`src/rtl/ipi_route_pkg.sv`:
```
package ipi_route_pkg;

    localparam int DEST_W  = 8;
    localparam int MODEL_W = 4;
    localparam int VEC_W   = 8;
    localparam int WORD_W  = 32;

    localparam logic [MODEL_W-1:0] MODEL_FLAT    = 4'hF;
    localparam logic [MODEL_W-1:0] MODEL_CLUSTER = 4'h0;

    typedef enum logic [2:0] {
        DM_FIXED  = 3'd0,
        DM_LOWEST = 3'd1,
        DM_SMI    = 3'd2,
        DM_RSV3   = 3'd3,
        DM_NMI    = 3'd4,
        DM_INIT   = 3'd5,
        DM_START  = 3'd6,
        DM_RSV7   = 3'd7
    } dmode_e;

    typedef enum logic [1:0] {
        SH_NONE   = 2'd0,
        SH_SELF   = 2'd1,
        SH_ALL    = 2'd2,
        SH_OTHERS = 2'd3
    } shorthand_e;

    typedef enum logic {
        ST_IDLE = 1'b0,
        ST_FIRE = 1'b1
    } rstate_e;

    typedef struct packed {
        logic [VEC_W-1:0]  vector;
        dmode_e            mode;
        logic              logical;
        logic              level;
        logic              trig;
        shorthand_e        sh;
        logic [DEST_W-1:0] dest;
    } cmd_t;

    function automatic cmd_t decode_cmd(input logic [WORD_W-1:0] lo,
                                        input logic [WORD_W-1:0] hi);
        cmd_t c;
        c.vector  = lo[7:0];
        c.mode    = dmode_e'(lo[10:8]);
        c.logical = lo[11];
        c.level   = lo[14];
        c.trig    = lo[15];
        c.sh      = shorthand_e'(lo[19:18]);
        c.dest    = hi[31:24];
        return c;
    endfunction

endpackage

```
`src/rtl/ipi_tgt_match.sv`:
```
module ipi_tgt_match
    import ipi_route_pkg::*;
#(
    parameter int N_TGT = 8
) (
    input  logic [DEST_W-1:0]        dest,
    input  logic [N_TGT*DEST_W-1:0]  phys_id,
    input  logic [N_TGT*DEST_W-1:0]  log_dest,
    input  logic [N_TGT*MODEL_W-1:0] model,
    output logic [N_TGT-1:0]         phys_hit,
    output logic [N_TGT-1:0]         log_hit
);

    localparam int NIB = DEST_W / 2;

    for (genvar g = 0; g < N_TGT; g++) begin : g_tgt
        logic [DEST_W-1:0]  id_g;
        logic [DEST_W-1:0]  ld_g;
        logic [MODEL_W-1:0] md_g;
        logic               flat_g;
        logic               clus_g;

        assign id_g = phys_id[g*DEST_W +: DEST_W];
        assign ld_g = log_dest[g*DEST_W +: DEST_W];
        assign md_g = model[g*MODEL_W +: MODEL_W];

        assign flat_g = (md_g == MODEL_FLAT) && (|(dest & ld_g));
        assign clus_g = (md_g == MODEL_CLUSTER)
                     && (dest[DEST_W-1:NIB] == ld_g[DEST_W-1:NIB])
                     && (|(dest[NIB-1:0] & ld_g[NIB-1:0]));

        assign phys_hit[g] = (id_g == dest);
        assign log_hit[g]  = flat_g | clus_g;
    end

endmodule

```
`src/rtl/ipi_dest_set.sv`:
```
module ipi_dest_set
    import ipi_route_pkg::*;
#(
    parameter int N_TGT = 8
) (
    input  shorthand_e               sh,
    input  logic                     logical,
    input  logic [DEST_W-1:0]        dest,
    input  logic [N_TGT-1:0]         phys_hit,
    input  logic [N_TGT-1:0]         log_hit,
    input  logic [$clog2(N_TGT)-1:0] sender,
    output logic [N_TGT-1:0]         sel
);

    logic [N_TGT-1:0] all_bits;
    logic [N_TGT-1:0] self_bit;
    logic [N_TGT-1:0] addressed;

    assign all_bits = '1;
    assign self_bit = N_TGT'(1) << sender;

    always_comb begin
        if (logical) begin
            addressed = log_hit;
        end else if (dest == '1) begin
            addressed = all_bits;
        end else begin
            addressed = phys_hit & (~phys_hit + N_TGT'(1));
        end
    end

    always_comb begin
        unique case (sh)
            SH_NONE:   sel = addressed;
            SH_SELF:   sel = self_bit;
            SH_ALL:    sel = all_bits;
            SH_OTHERS: sel = all_bits & ~self_bit;
        endcase
    end

endmodule

```
`src/rtl/ipi_route_top.sv`:
```
module ipi_route_top
    import ipi_route_pkg::*;
#(
    parameter int N_TGT = 8
) (
    input  logic                       clk,
    input  logic                       rst_n,
    input  logic                       cmd_valid,
    input  logic [31:0]                cmd_lo,
    input  logic [31:0]                cmd_hi,
    input  logic [$clog2(N_TGT)-1:0]   sender_idx,
    input  logic [N_TGT*8-1:0]         tgt_phys_id,
    input  logic [N_TGT*8-1:0]         tgt_log_dest,
    input  logic [N_TGT*4-1:0]         tgt_model,
    output logic [N_TGT-1:0]           target_mask,
    output logic [N_TGT-1:0]           fixed_irq,
    output logic [7:0]                 irq_vector,
    output logic                       irq_trig,
    output logic [N_TGT-1:0]           smi_pulse,
    output logic [N_TGT-1:0]           nmi_pulse,
    output logic [N_TGT-1:0]           init_pulse,
    output logic [N_TGT-1:0]           arb_reload,
    output logic [N_TGT-1:0]           sipi_pulse,
    output logic [N_TGT*8-1:0]         sipi_vector
);

    cmd_t             cmd;
    logic [N_TGT-1:0] phys_hit;
    logic [N_TGT-1:0] log_hit;
    logic [N_TGT-1:0] sel_now;

    rstate_e          state_q;
    rstate_e          state_d;
    logic [N_TGT-1:0] mask_q;
    logic [VEC_W-1:0] vec_q;
    logic             trig_q;
    logic             deassert_q;
    dmode_e           mode_q;
    logic [N_TGT*VEC_W-1:0] svec_q;

    assign cmd = decode_cmd(cmd_lo, cmd_hi);

    ipi_tgt_match #(.N_TGT(N_TGT)) match_i (
        .dest     (cmd.dest),
        .phys_id  (tgt_phys_id),
        .log_dest (tgt_log_dest),
        .model    (tgt_model),
        .phys_hit (phys_hit),
        .log_hit  (log_hit)
    );

    ipi_dest_set #(.N_TGT(N_TGT)) set_i (
        .sh       (cmd.sh),
        .logical  (cmd.logical),
        .dest     (cmd.dest),
        .phys_hit (phys_hit),
        .log_hit  (log_hit),
        .sender   (sender_idx),
        .sel      (sel_now)
    );

    // Next-state logic
    always_comb begin
        unique case (state_q)
            ST_IDLE: state_d = cmd_valid ? ST_FIRE : ST_IDLE;
            ST_FIRE: state_d = cmd_valid ? ST_FIRE : ST_IDLE;
        endcase
    end

    // State register
    always_ff @(posedge clk or negedge rst_n) begin
        if (!rst_n) begin
            state_q <= ST_IDLE;
        end else begin
            state_q <= state_d;
        end
    end

    // Command capture
    always_ff @(posedge clk or negedge rst_n) begin
        if (!rst_n) begin
            mask_q     <= '0;
            vec_q      <= '0;
            trig_q     <= 1'b0;
            deassert_q <= 1'b0;
            mode_q     <= DM_FIXED;
        end else if (cmd_valid) begin
            mask_q     <= sel_now;
            vec_q      <= cmd.vector;
            trig_q     <= cmd.trig;
            deassert_q <= !cmd.level && cmd.trig;
            mode_q     <= cmd.mode;
        end
    end

    // Per-target startup vector storage
    for (genvar g = 0; g < N_TGT; g++) begin : g_svec
        always_ff @(posedge clk or negedge rst_n) begin
            if (!rst_n) begin
                svec_q[g*VEC_W +: VEC_W] <= '0;
            end else if (cmd_valid && cmd.mode == DM_START && sel_now[g]) begin
                svec_q[g*VEC_W +: VEC_W] <= cmd.vector;
            end
        end
    end

    assign sipi_vector = svec_q;

    // Outputs
    always_comb begin
        target_mask = '0;
        fixed_irq   = '0;
        irq_vector  = '0;
        irq_trig    = 1'b0;
        smi_pulse   = '0;
        nmi_pulse   = '0;
        init_pulse  = '0;
        arb_reload  = '0;
        sipi_pulse  = '0;
        if (state_q == ST_FIRE) begin
            target_mask = mask_q;
            irq_vector  = vec_q;
            irq_trig    = trig_q;
            unique case (mode_q)
                DM_FIXED:  fixed_irq = mask_q;
                DM_LOWEST: fixed_irq = mask_q & (~mask_q + N_TGT'(1));
                DM_SMI:    smi_pulse = mask_q;
                DM_NMI:    nmi_pulse = mask_q;
                DM_INIT: begin
                    if (deassert_q) arb_reload = mask_q;
                    else            init_pulse = mask_q;
                end
                DM_START:  sipi_pulse = mask_q;
                default:   ;
            endcase
        end
    end

endmodule

```
`config.mk`:
```
export PLATFORM = sky130hd
export DESIGN_NAME = ipi_route_top
export DESIGN_NICKNAME = d
export VERILOG_FILES = /design/src/rtl/ipi_route_pkg.sv /design/src/rtl/ipi_tgt_match.sv /design/src/rtl/ipi_dest_set.sv /design/src/rtl/ipi_route_top.sv
export SDC_FILE = /design/constraint.sdc
export NUM_CORES = 1
export LEC_CHECK = 0
export ABC_AREA = 1
export BUFFER_PORTS_ARGS = -buffer_cell sky130_fd_sc_hd__buf_2
export CAP_MARGIN = 40
export CORE_AREA = 10 10 130 132
export DETAILED_ROUTE_END_ITERATION = 8
export DIE_AREA = 0 0 140 142
export GPL_ROUTABILITY_DRIVEN = 1
export PLACE_DENSITY = 0.78
export SYNTH_ARGS = -nofsm -noshare
export SYNTH_HDL_FRONTEND = slang
export SYNTH_SLANG_ARGS = --single-unit
```
`constraint.sdc`:
```
create_clock -name clk -period 3.4 [get_ports clk]
set_input_delay 1.02 -clock clk [delete_from_list [all_inputs] [get_ports clk]]
set_output_delay 1.02 -clock clk [all_outputs]
set_load 0.01 [all_outputs]
```
# After elaboration in Yosys (flattened, before gate mapping)
# Index checks and enable logic that the tools add are counted.
[word_totals] regBits=86 elab_cells=162 in_bits=230
[classes] n_eq_ne=34 n_mux=21 bitwise_logic=29 n_addsub=2 shift=1 reduce_logical=61
[ops] cell="$mux W8" n=17
[ops] cell="$and A8 B8 Y8" n=10
[ops] cell="$eq A8 B8 Y1" n=8
[ops] cell="$reduce_or A8 Y1" n=8
[ops] cell="$logic_and A1 B1 Y1" n=34
[ops] cell="$and A4 B4 Y4" n=8
[ops] cell="$eq A4 B4 Y1" n=8
[ops] cell="$eq A4 B4 Y1 const B" n=8
[ops] cell="$logic_not A4 Y1" n=8
[ops] cell="$pmux W8 S4" n=1
[ops] cell="$reduce_or A4 Y1" n=8
[ops] cell="$not A8 Y8" n=3
[ops] cell="$add A8 B1 Y8 const B" n=2
[ops] cell="$pmux W8 S2" n=1
[ops] cell="$eq A3 B3 Y1 const B" n=4
[ops] cell="$eq A8 B8 Y1 const B" n=1
[ops] cell="$or A1 B1 Y1" n=8
[ops] cell="$shl A1 B3 Y8 const A" n=1
[ops] cell="$eq A2 B2 Y1 const B" n=2
[ops] cell="$eq A3 B1 Y1 const B" n=1
[ops] cell="$eq A3 B2 Y1 const B" n=1
[ops] cell="$logic_not A3 Y1" n=1
[ops] cell="$eq A2 B1 Y1 const B" n=1
[ops] cell="$logic_not A2 Y1" n=1
[ops] cell="2 further kinds" n=3

# Longest topological paths before layout
[logic_depth] word_depth=8 mapped_depth=18 depth_no_buf=17

# Hierarchy
# A second synthesis with hierarchy kept.
[hier_totals] cells_unflattened=1119 hier_area_um2=6661.4
[by_module_without_submodules] module="ipi_route_top" cells_each=471 area_each_um2=3717.3 seq_area_each_um2=2152.1 n_inst=1
[by_module_without_submodules] module="ipi_tgt_match" cells_each=564 area_each_um2=2551.2 seq_area_each_um2=0.0 n_inst=1
[by_module_without_submodules] module="ipi_dest_set" cells_each=84 area_each_um2=392.9 seq_area_each_um2=0.0 n_inst=1

# Worst setup path before layout
# No wires, ideal clock.
[synth_timing] path_kind="input-to-reg" start="in cmd_hi[29]" end="reg svec_q[39], in the netlist sipi_vector[39]" arrival_time_ps=2405 path_stages=10 path_slack_ps=878 path_buffers=0 required_ps=3283 setup_time_ps=117 path_cell_list="ha_1 > nor4_1 > a21oi_1 > or2_0 > nand2_1 > nand2_1 > o21ai_4 > nand2_2 > nand2_1 > nand2_1"
[synth_via] elab_chain_cells=8 word_cells_on_any_way=20 classes_between="1 x add/sub; 7 x eq/ne; 3 x mux; 4 x bitwise; 5 x reduce/logical"
[synth_lines] item="start: declaration" line_no="ipi_route_top.sv:10" rtl="input logic [31:0] cmd_hi,"
[synth_lines] item="$eq A8 B8 Y1" line_no="ipi_tgt_match.sv:32" rtl="assign phys_hit[g] = (id_g == dest);"
[synth_lines] item="$not A8 Y8" line_no="ipi_dest_set.sv:28" rtl="addressed = phys_hit & (~phys_hit + N_TGT'(1));"
[synth_lines] item="$add A8 B1 Y8" line_no="ipi_dest_set.sv:28"
[synth_lines] item="$and A8 B8 Y8" line_no="ipi_dest_set.sv:28"
[synth_lines] item="$mux W8" line_no="ipi_dest_set.sv:25" rtl="end else if (dest == '1) begin"
[synth_lines] item="$mux W8 *" line_no="ipi_dest_set.sv:23" rtl="if (logical) begin"
[synth_lines] item="$pmux W8 S4 *" line_no="ipi_dest_set.sv:33" rtl="unique case (sh)"
[synth_lines] item="$logic_and A1 B1 Y1 *" line_no="ipi_route_top.sv:101" rtl="end else if (cmd_valid && cmd.mode == DM_START && sel_now[g]) begin"
[synth_lines] item="end signal: indexed assignment" line_no="ipi_route_top.sv:102" rtl="svec_q[g*VEC_W +: VEC_W] <= cmd.vector;"
[synth_lines] item="end: declaration" line_no="ipi_route_top.sv:39" rtl="logic [N_TGT*VEC_W-1:0] svec_q;"
# Every way passes the cells marked *; elsewhere a longest branch is shown, timed or not.
# A chain may end at the register's enable or synchronous reset.

# Final worst setup path
[layout_timing] start="reg state_q" end="out fixed_irq[7]"
[layout_via] elab_chain_cells=1
[layout_lines] item="start: declaration" line_no="ipi_route_top.sv:32" rtl="rstate_e state_q;"
[layout_lines] item="start signal: assignment" line_no="ipi_route_top.sv:75" rtl="state_q <= state_d;"
[layout_lines] item="$mux W8" line_no="ipi_route_top.sv:120" rtl="if (state_q == ST_FIRE) begin"
[layout_lines] item="end: declaration" line_no="ipi_route_top.sv:16" rtl="output logic [N_TGT-1:0] fixed_irq,"
# No other way between the ends.

==> flow_summary.ini <==
[pwr]
clkPwrFrac_pct = 29.7
p_sw_mw = 1.084
pwr_density_cell_nw_per_um2 = 416.0
p_total_mw = 3.324
vdd_drop_max_mv = 0.3579
p_seq_share_pct = 40.1
pwr-share-comb_pct = 30.2
p_leak_nw = 4.598
p_int_mw = 2.240
sw_frac_of_total_pct = 32.62

[clocking]
cts_setup_buffers = 0
cts_sinks = 86
clock_path_buffers = 2
cts_tree = yes
cts_made_buffers = 9
cts_root_buf = clkbuf_16
cts_resized = 0
cts.clk_slew.worst_paths_ns = 0.06
htree_levels = 3
ctsHoldBuffers = 0
clk_latency_ns = 0.33

[detailed_routing]
vias = 6427
totalWireLength_mm = 22.00
avgRoutedWirePerCell_um = 16.91
drt-initial-drc-count = 322
ant_nets = 0
remaining_drc_errors = 0
drt_pass1_iterations = 5
viasPerCell = 4.940

[sta]
min_period_ns = 3.006
final.setup_skew_ns = 0
worst_slack_ns = 0.3939
rsz0062_at_grt = false
setup_viol = 0
report.final.slew_viol_count = 0
holdWs_ns = 0.4618
worst_slew_pin_slew_ns = 0.5420
relSlewSlack_pct = 63.86
min_period_over_period_pct = 88.41
hold_viol_final = 0
final.setup.tns_ns = 0
fmax_mhz = 332.7

[placement]
dp.cells = 1283
place_area_sq_um = 7684
pre_cts_ws_ns = 0.2341
place_congestion = 0.8833
port_buffers = 318
place_hpwl_mm = 18.49

[min_path]
hold_path_depth = 2
min_to = sipi_vector[15]$_DFFE_PN0P_
min_from = sipi_vector[15]$_DFFE_PN0P_
hp-class = reg2reg

[yosys]
synth_ff_type = dfrtp_1
synth_area_leaders = dfrtp_1 (36%), nand2_1 (15%), ha_1 (6.7%)
synth_edf_count = 0
yosysTopAreaCellShare_pct = 35.85
synth.largest_area_cell = dfrtp_1
synth_seq_cells = 86
avgSynthCellArea_sq_um = 7.523
synth_seq_area_share_pct = 35.85
synth_area_sq_um = 6003
synth_async_sr_flop_share_pct = 100.0
synth_cells = 798
yosys_warnings = 0
syn_nets = 1060
synth.distinct_cells = 43

[grt]
grt-ovfl-total = 0
first_global_vias = 6483
grt_max_degree = 41
grt_usage_pct = 21.06
grt_pass1_wl_mm = 34.22
antenna_found_initial = 2

[die]
core_sq_um = 14310
start_util_pct = 41.94
chipHeight_um = 142
ioPinCount = 359
rows = 44
die_area_sq_um = 19880
die_w_um = 140

[setup_path]
cpPeakStageDelay_ns = 0.68
start_kind = register
r2r-end = mode_q[2]$_DFFE_PN0P_
critPathRequiredTime_ns = 2.38
arrival_ns = 1.99
path_max_fanout = 17
worstPathCellList = nand2_1 -> a2111oi_0 -> buf_2
slowest_stage = dfrtp_1
end_kind = output port
ff2ff_setup_slack_ns = 2.65
rr_worst_depth = 2
path_class = reg2out
regToRegStartpoint = mode_q[2]$_DFFE_PN0P_

[layout]
final_common_cell = buf_2
layout.nets = 1372
final_cell_mix = buf_2 (317), nand2_1 (235), dfrtp_1 (86)
final_layout_size_suffix_gt1_share_pct = 34.17
instances_no_fill = 1301
area_delta_synth_final_pct = 33.12
finish.utilization_pct = 55.83
final_cell_area_sq_um = 7991

[outcome]
status = finished clean

[run]
drv_cap = 0
==> worst max-delay path by stage <==
| stage | endpoint | from |
|---|---|---|
| 4_1_cts | fixed_irq[7] | state_q$_DFF_PN0_ |
| 6_report | fixed_irq[7] | state_q$_DFF_PN0_ |
| 3_5_place_dp | sipi_vector[21]$_DFFE_PN0P_ | cmd_hi[29] |
| 3_3_place_gp | sipi_vector[22]$_DFFE_PN0P_ | cmd_hi[28] |
| 5_1_grt | sipi_vector[21]$_DFFE_PN0P_ | cmd_hi[28] |
| 2_1_floorplan | sipi_vector[39]$_DFFE_PN0P_ | cmd_hi[29] |
==> cells in the mapped netlist, drive strengths merged, types with 17 or more instances <==
cell     n
nand4   17
xor2    38
nand3   34
ha      32
xnor2   18
dfrtp   86
buf     21
inv     68
a21oi   17
o21ai   64
nand2  251
nor2    86
nor4    20
==> cell families (layout without fill, tap and decap cells) <==
family	Yosys count	count (layout)	synth area share [%]
other	0	2	0
DFF	86	86	35.85
muxes	4	4	0.6670
AOI/OAI and AO/OA	100	100	9.984
xor gates and xnor gates	56	56	8.295
adders and majority gates	32	32	6.669
and+or+nand+nor	425	425	30.64
buffers and inverters	95	412	7.899
==> state kept, by name (all words and copies together), names as in the netlist <==
name and cells:
deassert_q 1, mask_q 8, mode_q 3, sipi_vector 64, state_q 1, trig_q 1, vec_q 8
==> final cells by class <==
type | instances | area (sq um)
fill | 1421 | 6322
multi-input combinational | 617 | 3377
sequential | 86 | 2152
timing repair buffer | 328 | 1669
clock buffer | 13 | 260.3
inverter | 68 | 255.2
tap | 184 | 230.2
clock inverter | 3 | 42.54
antenna | 2 | 5.005
==> worst max-delay path: cells and delay by family, from the launching register on <==
kind,cells,cell delay [ns]
simple gates,1,0.32
compound gates,1,0.44
flops,1,0.68
buf+inv,1,0.22
==> power by group through the flow <==
stage / clock, mW / combinational [mW] / sequential, mW
3_5_place_dp: 0 / 1.02 / 1.35
6_report: 0.987 / 1.00 / 1.33
3_3_place_gp: 0 / 0.990 / 1.34
5_1_grt: 1.05 / 1.13 / 1.35
2_1_floorplan: 0 / 0.444 / 1.42
4_1_cts: 1.01 / 1.02 / 1.33
==> per-layer routing <==
layer	part of all wire (%)	vias up	GRT usage [%]
li1	-	3228	-
met4	1.7	0	6.033
met3	7.9	30	6.842
met5	0	-	0
met2	49	224	35.73
met1	41	2945	24.96
Power figures use the tool's default switching activity.
